[src/rtl/bnn_pkg.sv]
package bnn_pkg;
  function automatic int cnt_width(input int n);
    return $clog2(n + 1);
  endfunction

  function automatic int tree_depth(input int n);
    return $clog2(n);
  endfunction

  function automatic int sel_width(input int m);
    return (m > 1) ? $clog2(m) : 1;
  endfunction
endpackage

[src/rtl/bnn_weight_bank.sv]
module bnn_weight_bank #(
  parameter int N     = 64,
  parameter int M     = 4,
  parameter int CNT_W = 7,
  parameter int SEL_W = 2
) (
  input  logic               clk_i,
  input  logic               rst_ni,
  input  logic               wr_en_i,
  input  logic [SEL_W-1:0]   wr_sel_i,
  input  logic [N-1:0]       wr_weight_i,
  input  logic [CNT_W-1:0]   wr_thresh_i,
  output logic [M*N-1:0]     weights_o,
  output logic [M*CNT_W-1:0] thresh_o
);
  logic [N-1:0]     w_q [M];
  logic [CNT_W-1:0] t_q [M];

  for (genvar k = 0; k < M; k++) begin : g_slot
    always_ff @(posedge clk_i or negedge rst_ni) begin
      if (!rst_ni) begin
        w_q[k] <= '0;
        t_q[k] <= '0;
      end else if (wr_en_i && (wr_sel_i == SEL_W'(k))) begin
        w_q[k] <= wr_weight_i;
        t_q[k] <= wr_thresh_i;
      end
    end
    assign weights_o[k*N +: N]         = w_q[k];
    assign thresh_o[k*CNT_W +: CNT_W]  = t_q[k];
  end

  p_wr_load_r6: assert property (@(posedge clk_i) disable iff (!rst_ni)
    (wr_en_i && (int'(wr_sel_i) < M)) |=>
      (weights_o[int'($past(wr_sel_i))*N +: N] == $past(wr_weight_i)) &&
      (thresh_o[int'($past(wr_sel_i))*CNT_W +: CNT_W] == $past(wr_thresh_i)))
    else $error("write did not land in selected neuron");

  p_idle_hold_r6: assert property (@(posedge clk_i) disable iff (!rst_ni)
    !wr_en_i |=> ($stable(weights_o) && $stable(thresh_o)))
    else $error("weight bank changed without a write");
endmodule

[src/rtl/bnn_popcount_tree.sv]
module bnn_popcount_tree #(
  parameter int N     = 64,
  parameter int CNT_W = 7,
  parameter int DEPTH = 6
) (
  input  logic             clk_i,
  input  logic [N-1:0]     bits_i,
  output logic [CNT_W-1:0] count_o
);
  localparam int PAD   = 1 << DEPTH;
  localparam int NODES = PAD - 1;

  logic [PAD-1:0]   leaf;
  logic [CNT_W-1:0] node_q [NODES];
  logic [CNT_W-1:0] kid    [2*PAD-1];

  assign leaf = PAD'(bits_i);

  for (genvar j = 0; j < PAD; j++) begin : g_leaf
    assign kid[NODES+j] = CNT_W'(leaf[j]);
  end

  // heap layout: node i sums kids 2i+1 and 2i+2, one register per level
  for (genvar i = 0; i < NODES; i++) begin : g_node
    assign kid[i] = node_q[i];
    always_ff @(posedge clk_i) begin
      node_q[i] <= kid[2*i+1] + kid[2*i+2];
    end
  end

  assign count_o = node_q[0];
endmodule

[src/rtl/bnn_pipe_delay.sv]
module bnn_pipe_delay #(
  parameter int W   = 1,
  parameter int D   = 6,
  parameter bit RST = 1'b1
) (
  input  logic         clk_i,
  input  logic         rst_ni,
  input  logic [W-1:0] d_i,
  output logic [W-1:0] q_o
);
  logic [W-1:0] stage_q [D];

  for (genvar s = 0; s < D; s++) begin : g_stage
    logic [W-1:0] src;
    if (s == 0) begin : g_head
      assign src = d_i;
    end else begin : g_body
      assign src = stage_q[s-1];
    end
    if (RST) begin : g_rst
      always_ff @(posedge clk_i or negedge rst_ni) begin
        if (!rst_ni) stage_q[s] <= '0;
        else         stage_q[s] <= src;
      end
    end else begin : g_norst
      always_ff @(posedge clk_i) begin
        stage_q[s] <= src;
      end
    end
  end

  assign q_o = stage_q[D-1];
endmodule

[src/rtl/bnn_xnor_layer.sv]
module bnn_xnor_layer #(
  parameter int N = 64,
  parameter int M = 4
) (
  input  logic                                   clk_i,
  input  logic                                   rst_ni,
  input  logic                                   in_valid_i,
  input  logic [N-1:0]                           in_act_i,
  input  logic                                   wr_en_i,
  input  logic [bnn_pkg::sel_width(M)-1:0]       wr_sel_i,
  input  logic [N-1:0]                           wr_weight_i,
  input  logic [bnn_pkg::cnt_width(N)-1:0]       wr_thresh_i,
  output logic                                   out_valid_o,
  output logic [M-1:0]                           out_act_o,
  output logic [M*(bnn_pkg::cnt_width(N)+1)-1:0] out_dot_o
);
  localparam int CNT_W = bnn_pkg::cnt_width(N);
  localparam int DEPTH = bnn_pkg::tree_depth(N);
  localparam int SEL_W = bnn_pkg::sel_width(M);
  localparam int DOT_W = CNT_W + 1;
  localparam int LAT   = DEPTH + 1;
  localparam int SIN_W = $clog2(LAT + 1);

  logic [M*N-1:0]     weights;
  logic [M*CNT_W-1:0] thresh;
  logic [M*CNT_W-1:0] thresh_d;
  logic               valid_d;
  logic [CNT_W-1:0]   cnt [M];

  bnn_weight_bank #(.N(N), .M(M), .CNT_W(CNT_W), .SEL_W(SEL_W)) i_bank (
    .clk_i, .rst_ni, .wr_en_i, .wr_sel_i, .wr_weight_i, .wr_thresh_i,
    .weights_o(weights), .thresh_o(thresh)
  );

  bnn_pipe_delay #(.W(1), .D(DEPTH), .RST(1'b1)) i_valid_dly (
    .clk_i, .rst_ni, .d_i(in_valid_i), .q_o(valid_d)
  );

  // thresholds travel with the vector so later writes cannot reach it
  bnn_pipe_delay #(.W(M*CNT_W), .D(DEPTH), .RST(1'b0)) i_thr_dly (
    .clk_i, .rst_ni, .d_i(thresh), .q_o(thresh_d)
  );

  for (genvar k = 0; k < M; k++) begin : g_neuron
    logic [N-1:0] agree;
    assign agree = ~(in_act_i ^ weights[k*N +: N]);

    bnn_popcount_tree #(.N(N), .CNT_W(CNT_W), .DEPTH(DEPTH)) i_tree (
      .clk_i, .bits_i(agree), .count_o(cnt[k])
    );

    always_ff @(posedge clk_i or negedge rst_ni) begin
      if (!rst_ni) begin
        out_act_o[k]               <= 1'b0;
        out_dot_o[k*DOT_W +: DOT_W] <= '0;
      end else if (valid_d) begin
        out_act_o[k]               <= (cnt[k] >= thresh_d[k*CNT_W +: CNT_W]);
        out_dot_o[k*DOT_W +: DOT_W] <= DOT_W'({cnt[k], 1'b0}) - DOT_W'(N);
      end
    end

    p_dot_range_r2: assert property (@(posedge clk_i) disable iff (!rst_ni)
      out_valid_o |-> (($signed(out_dot_o[k*DOT_W +: DOT_W]) <= N) &&
                       ($signed(out_dot_o[k*DOT_W +: DOT_W]) >= -N) &&
                       (out_dot_o[k*DOT_W] == N[0])))
      else $error("dot product out of range or wrong parity");
  end

  always_ff @(posedge clk_i or negedge rst_ni) begin
    if (!rst_ni) out_valid_o <= 1'b0;
    else         out_valid_o <= valid_d;
  end

  logic [SIN_W-1:0] since_rst_q;
  always_ff @(posedge clk_i or negedge rst_ni) begin
    if (!rst_ni)                       since_rst_q <= '0;
    else if (since_rst_q != SIN_W'(LAT)) since_rst_q <= since_rst_q + 1'b1;
  end

  p_latency_r5: assert property (@(posedge clk_i) disable iff (!rst_ni)
    (since_rst_q == SIN_W'(LAT)) |-> (out_valid_o == $past(in_valid_i, LAT)))
    else $error("valid latency mismatch");
endmodule

[config.mk]
export PLATFORM = sky130hd
export DESIGN_NAME = bnn_xnor_layer
export DESIGN_NICKNAME = d
export VERILOG_FILES = /design/src/rtl/bnn_pkg.sv /design/src/rtl/bnn_weight_bank.sv /design/src/rtl/bnn_popcount_tree.sv /design/src/rtl/bnn_pipe_delay.sv /design/src/rtl/bnn_xnor_layer.sv
export SDC_FILE = /design/constraint.sdc
export NUM_CORES = 2
export LEC_CHECK = 0
export BUFFER_PORTS_ARGS = -buffer_cell sky130_fd_sc_hd__buf_2
export CORE_MARGIN = 2
export CORE_UTILIZATION = 42
export DETAILED_ROUTE_END_ITERATION = 6
export GPL_TIMING_DRIVEN = 0
export REMOVE_ABC_BUFFERS = 1
export SLEW_MARGIN = 5
export SYNTH_ARGS = -nofsm -noshare
export SYNTH_HDL_FRONTEND = slang
export SYNTH_SLANG_ARGS = --single-unit
[constraint.sdc]
create_clock -name clk_i -period 4.6 [get_ports clk_i]
set_clock_uncertainty 0.2 [all_clocks]
set_input_delay 0.23 -clock clk_i [delete_from_list [all_inputs] [get_ports clk_i]]
set_output_delay 0.23 -clock clk_i [all_outputs]
set_load 0.02 [all_outputs]
==> results.txt <==
Root Driver: clkbuf_16
critical path arrival: 3.04 ns
Reg clk slew, reported paths: 0.06 ns
Slew headroom: 41.4%
final setup TNS: 0 ns
CP Data Required Time: 5.00 ns
total wire length: 77900 um
final-report max-slew violation count: 0
initial antenna violation count: 6
crit start category: input pin
post-DP HPWL: 57500 um
Fmax: 378 MHz
wire length on met1: 38600 um
vias per cell: 4.34
RSZ-0062 raised after global routing: false
MaxCap Viol Count: 0
H-Tree Depth: 4
via count: 23157
final setup fails: 0
CTS buffer count: 131
routed wl met3: 2630 um
area of placed instances: 47900 um^2
Initial Util: 42.3%
Avg Cell Area, Syn: 13.3 um^2
GRT Total Usage: 14.7%
DRT Pass-1 Iters: 6
Synth Warn #: 0
Crit Path Class: input pin to flip-flop
Max clock buf depth: 3
Initial DRC Count: 707
Worst VDD drop: 338 uV
port bufs: 173
met2 WL: 35100 um
clk_lat worst skew: 0.72 ns
vias in the first global route: 24452
Final period util: 57.5%
largest cells by area after synthesis: dfxtp_1 (40%), dfrtp_1 (18%), ha_1 (12%), mux2_2 (7.1%), xnor2_1 (6.5%)
Setup Fix Bufs, Post-CTS: 0
die span in y: 333 um
Routability Congestion: 0.748
clock sinks: 1223
Async S/R FF share, synth: 26.4%
top sig layer: met5
post-synth top area cell: dfxtp_1
outcome: complete, no violations
Cells after Synth: 3416
Core Region: 107000 um^2
Worst Hold Class: input pin to flip-flop
fin area: 54100 um^2
share of layout cells above drive strength 1: 17.6%
first-pass GRT wire length: 127000 um
P_leak: 25.6 nW
worst slew pin tran: 0.876 ns
Synth top area share: 39.7%
flops & latches, synth: 1223
sequential fraction of the synthesis area: 57.5%
DIE WIDTH: 333 um
area grow syn2layout: 19.2%
Hold Fails Final Rpt: 0
Post-synth EDFFs: 0
power per cell area: 706 nW/um^2
Final #Nets: 4533
die area: 111000 um^2
CTS tree: built
Final Critical Period: 2.65 ns
worst-path fanout max: 13
Routed Antenna Nets: 0
Post-route DRC: 0
Mapped Area: 45400 um^2
Distinct cells, synth: 34
Routed WL per cell: 14.6 um
largest net degree at the start of global routing: 107
IO Pins: 178
Primary FF master, synth: dfxtp_1
CP endpoint kind: flip-flop
row cnt: 120
GRT overflow: 0
worst max-delay path, stage by stage:
cell and delay, ns:
dlygate4sd3_1 0.54, buf_2 0.16, nor3b_4 0.18, dlygate4sd3_1 1.07, buf_8 0.27, buf_8 0.20
mux2_2 0.35
cell type report:
cell class	instances	area (um^2)
fill	9428	53100
sequential	1223	26100
multi-input combinational	1552	16700
clock buffer	200	3930
timing repair buffer	375	3130
inverter	541	2030
tap	1403	1760
clock inverter	40	483
antenna	1	2.50
worst paths after layout:
check / end / slack [ns] / cells after the start / from
worst min register to register: i_thr_dly.stage_q[1][12]$_DFF_P_ / 0.12 / 0 / i_thr_dly.stage_q[0][12]$_DFF_P_
worst max-delay path: i_bank.weights_o[6]$_DFFE_PN0P_ / 1.95 / 7 / wr_sel_i[1]
max in group asynchronous: i_bank.weights_o[234]$_DFFE_PN0P_ / 2.66 / 5 / rst_ni
min in group asynchronous: i_valid_dly.q_o$_DFF_PN0_ / 0.38 / 4 / rst_ni
worst min-delay path: i_bank.weights_o[70]$_DFFE_PN0P_ / 0.10 / 3 / wr_weight_i[6]
worst max register to register: g_neuron[0].i_tree.node_q[0][6]$_DFF_P_ / 2.69 / 6 / g_neuron[0].i_tree.node_q[0][14]$_DFF_P_
cell families (layout without fill, tap and decap cells):
group                    count (synthesis)  count (layout)  share of synthesized area [%]
buffers and inverters                  644            1156                           5.76
AND/OR/NAND/NOR                         80              80                          0.992
AO/OA/AOI/OAI                          236             236                           3.49
flip-flops                            1223            1223                           57.5
multiplexers                           312             312                           7.75
other                                    1               5                        0.00826
adder cells (fa/ha/maj)                568             568                           17.7
XOR/XNOR                               352             352                           6.79
cell usage in the layout, fill, tap and decap left out, drive strengths merged:
cell,instances
nand2b,24
nand4,8
a211oi,26
mux2,308
nor2b,9
bufinv,7
dfrtp,323
nand3b,2
xor2,14
diode,1
clkbuf,200
conb,4
o21bai,4
ha,444
dfxtp,900
nor3b,1
clkinv,21
mux2i,4
buf,198
o21a,1
o22a,4
nand4b,4
clkinvlp,4
dlygate4sd3,177
nand3,5
o31a,1
xnor2,338
inv,549
nor2,23
fa,124
nand2,4
a21oi,41
o21ai,36
a21o,123
repair_timing:
item                      CTS  global route
hold buffers              178             0
hold endpoints to repair  661             0
resized for setup           0             0
stage by stage:
step	hold slack (ns)	total power, mW	std cells	setup WS, ns	utilization [%]
final	0.105	38.2	5335	1.95	50.5
after global routing	0.0669	41.4	5335	1.88	50.5
after CTS	0.0461	39.0	5334	1.98	50.5
after detailed placement	-0.101	28.0	4916	2.08	44.7
after global placement	0.110	27.8	4892	-3.82	44.3
after floorplan	-0.266	24.0	3316	0.814	-
state kept, by name, indices dropped and copies added (netlist names):
name,cells
g_neuron.i_tree.node_q,732
i_bank.weights_o,256
i_thr_dly.stage_q,168
i_bank.thresh_o,28
out_dot_o,28
i_valid_dly.g_stage.src,5
out_act_o,4
i_valid_dly.q_o,1
out_valid_o,1
synthesized netlist by cell type, types with 7 or more instances:
| cell | number |
|---|---|
| dfxtp_1 | 900 |
| nor2b_1 | 9 |
| nand4_1 | 8 |
| buf_2 | 11 |
| clkbuf_1 | 64 |
| buf_4 | 7 |
| a21oi_1 | 41 |
| a21o_1 | 123 |
| inv_1 | 541 |
| xnor2_1 | 338 |
| buf_6 | 21 |
| fa_1 | 124 |
| o21ai_0 | 36 |
| ha_1 | 444 |
| dfrtp_1 | 323 |
| nand2b_1 | 24 |
| mux2_2 | 288 |
| a211oi_1 | 26 |
| mux2_1 | 17 |
| xor2_1 | 14 |
| nor2_1 | 23 |
power by group:
group / switching, mW / internal [mW]
Combinational: 5.70 / 5.54
Clock: 4.15 / 6.32
Sequential: 1.78 / 14.7
Total: 11.6 / 26.6
layer usage:
metal | up-vias | global-route usage [%]
li1 | 11721 | -
met1 | 11014 | 20.1
met2 | 292 | 23.2
met3 | 126 | 2.89
met4 | 4 | 5.05
met5 | - | 0
(Power assumes the default switching activity.)
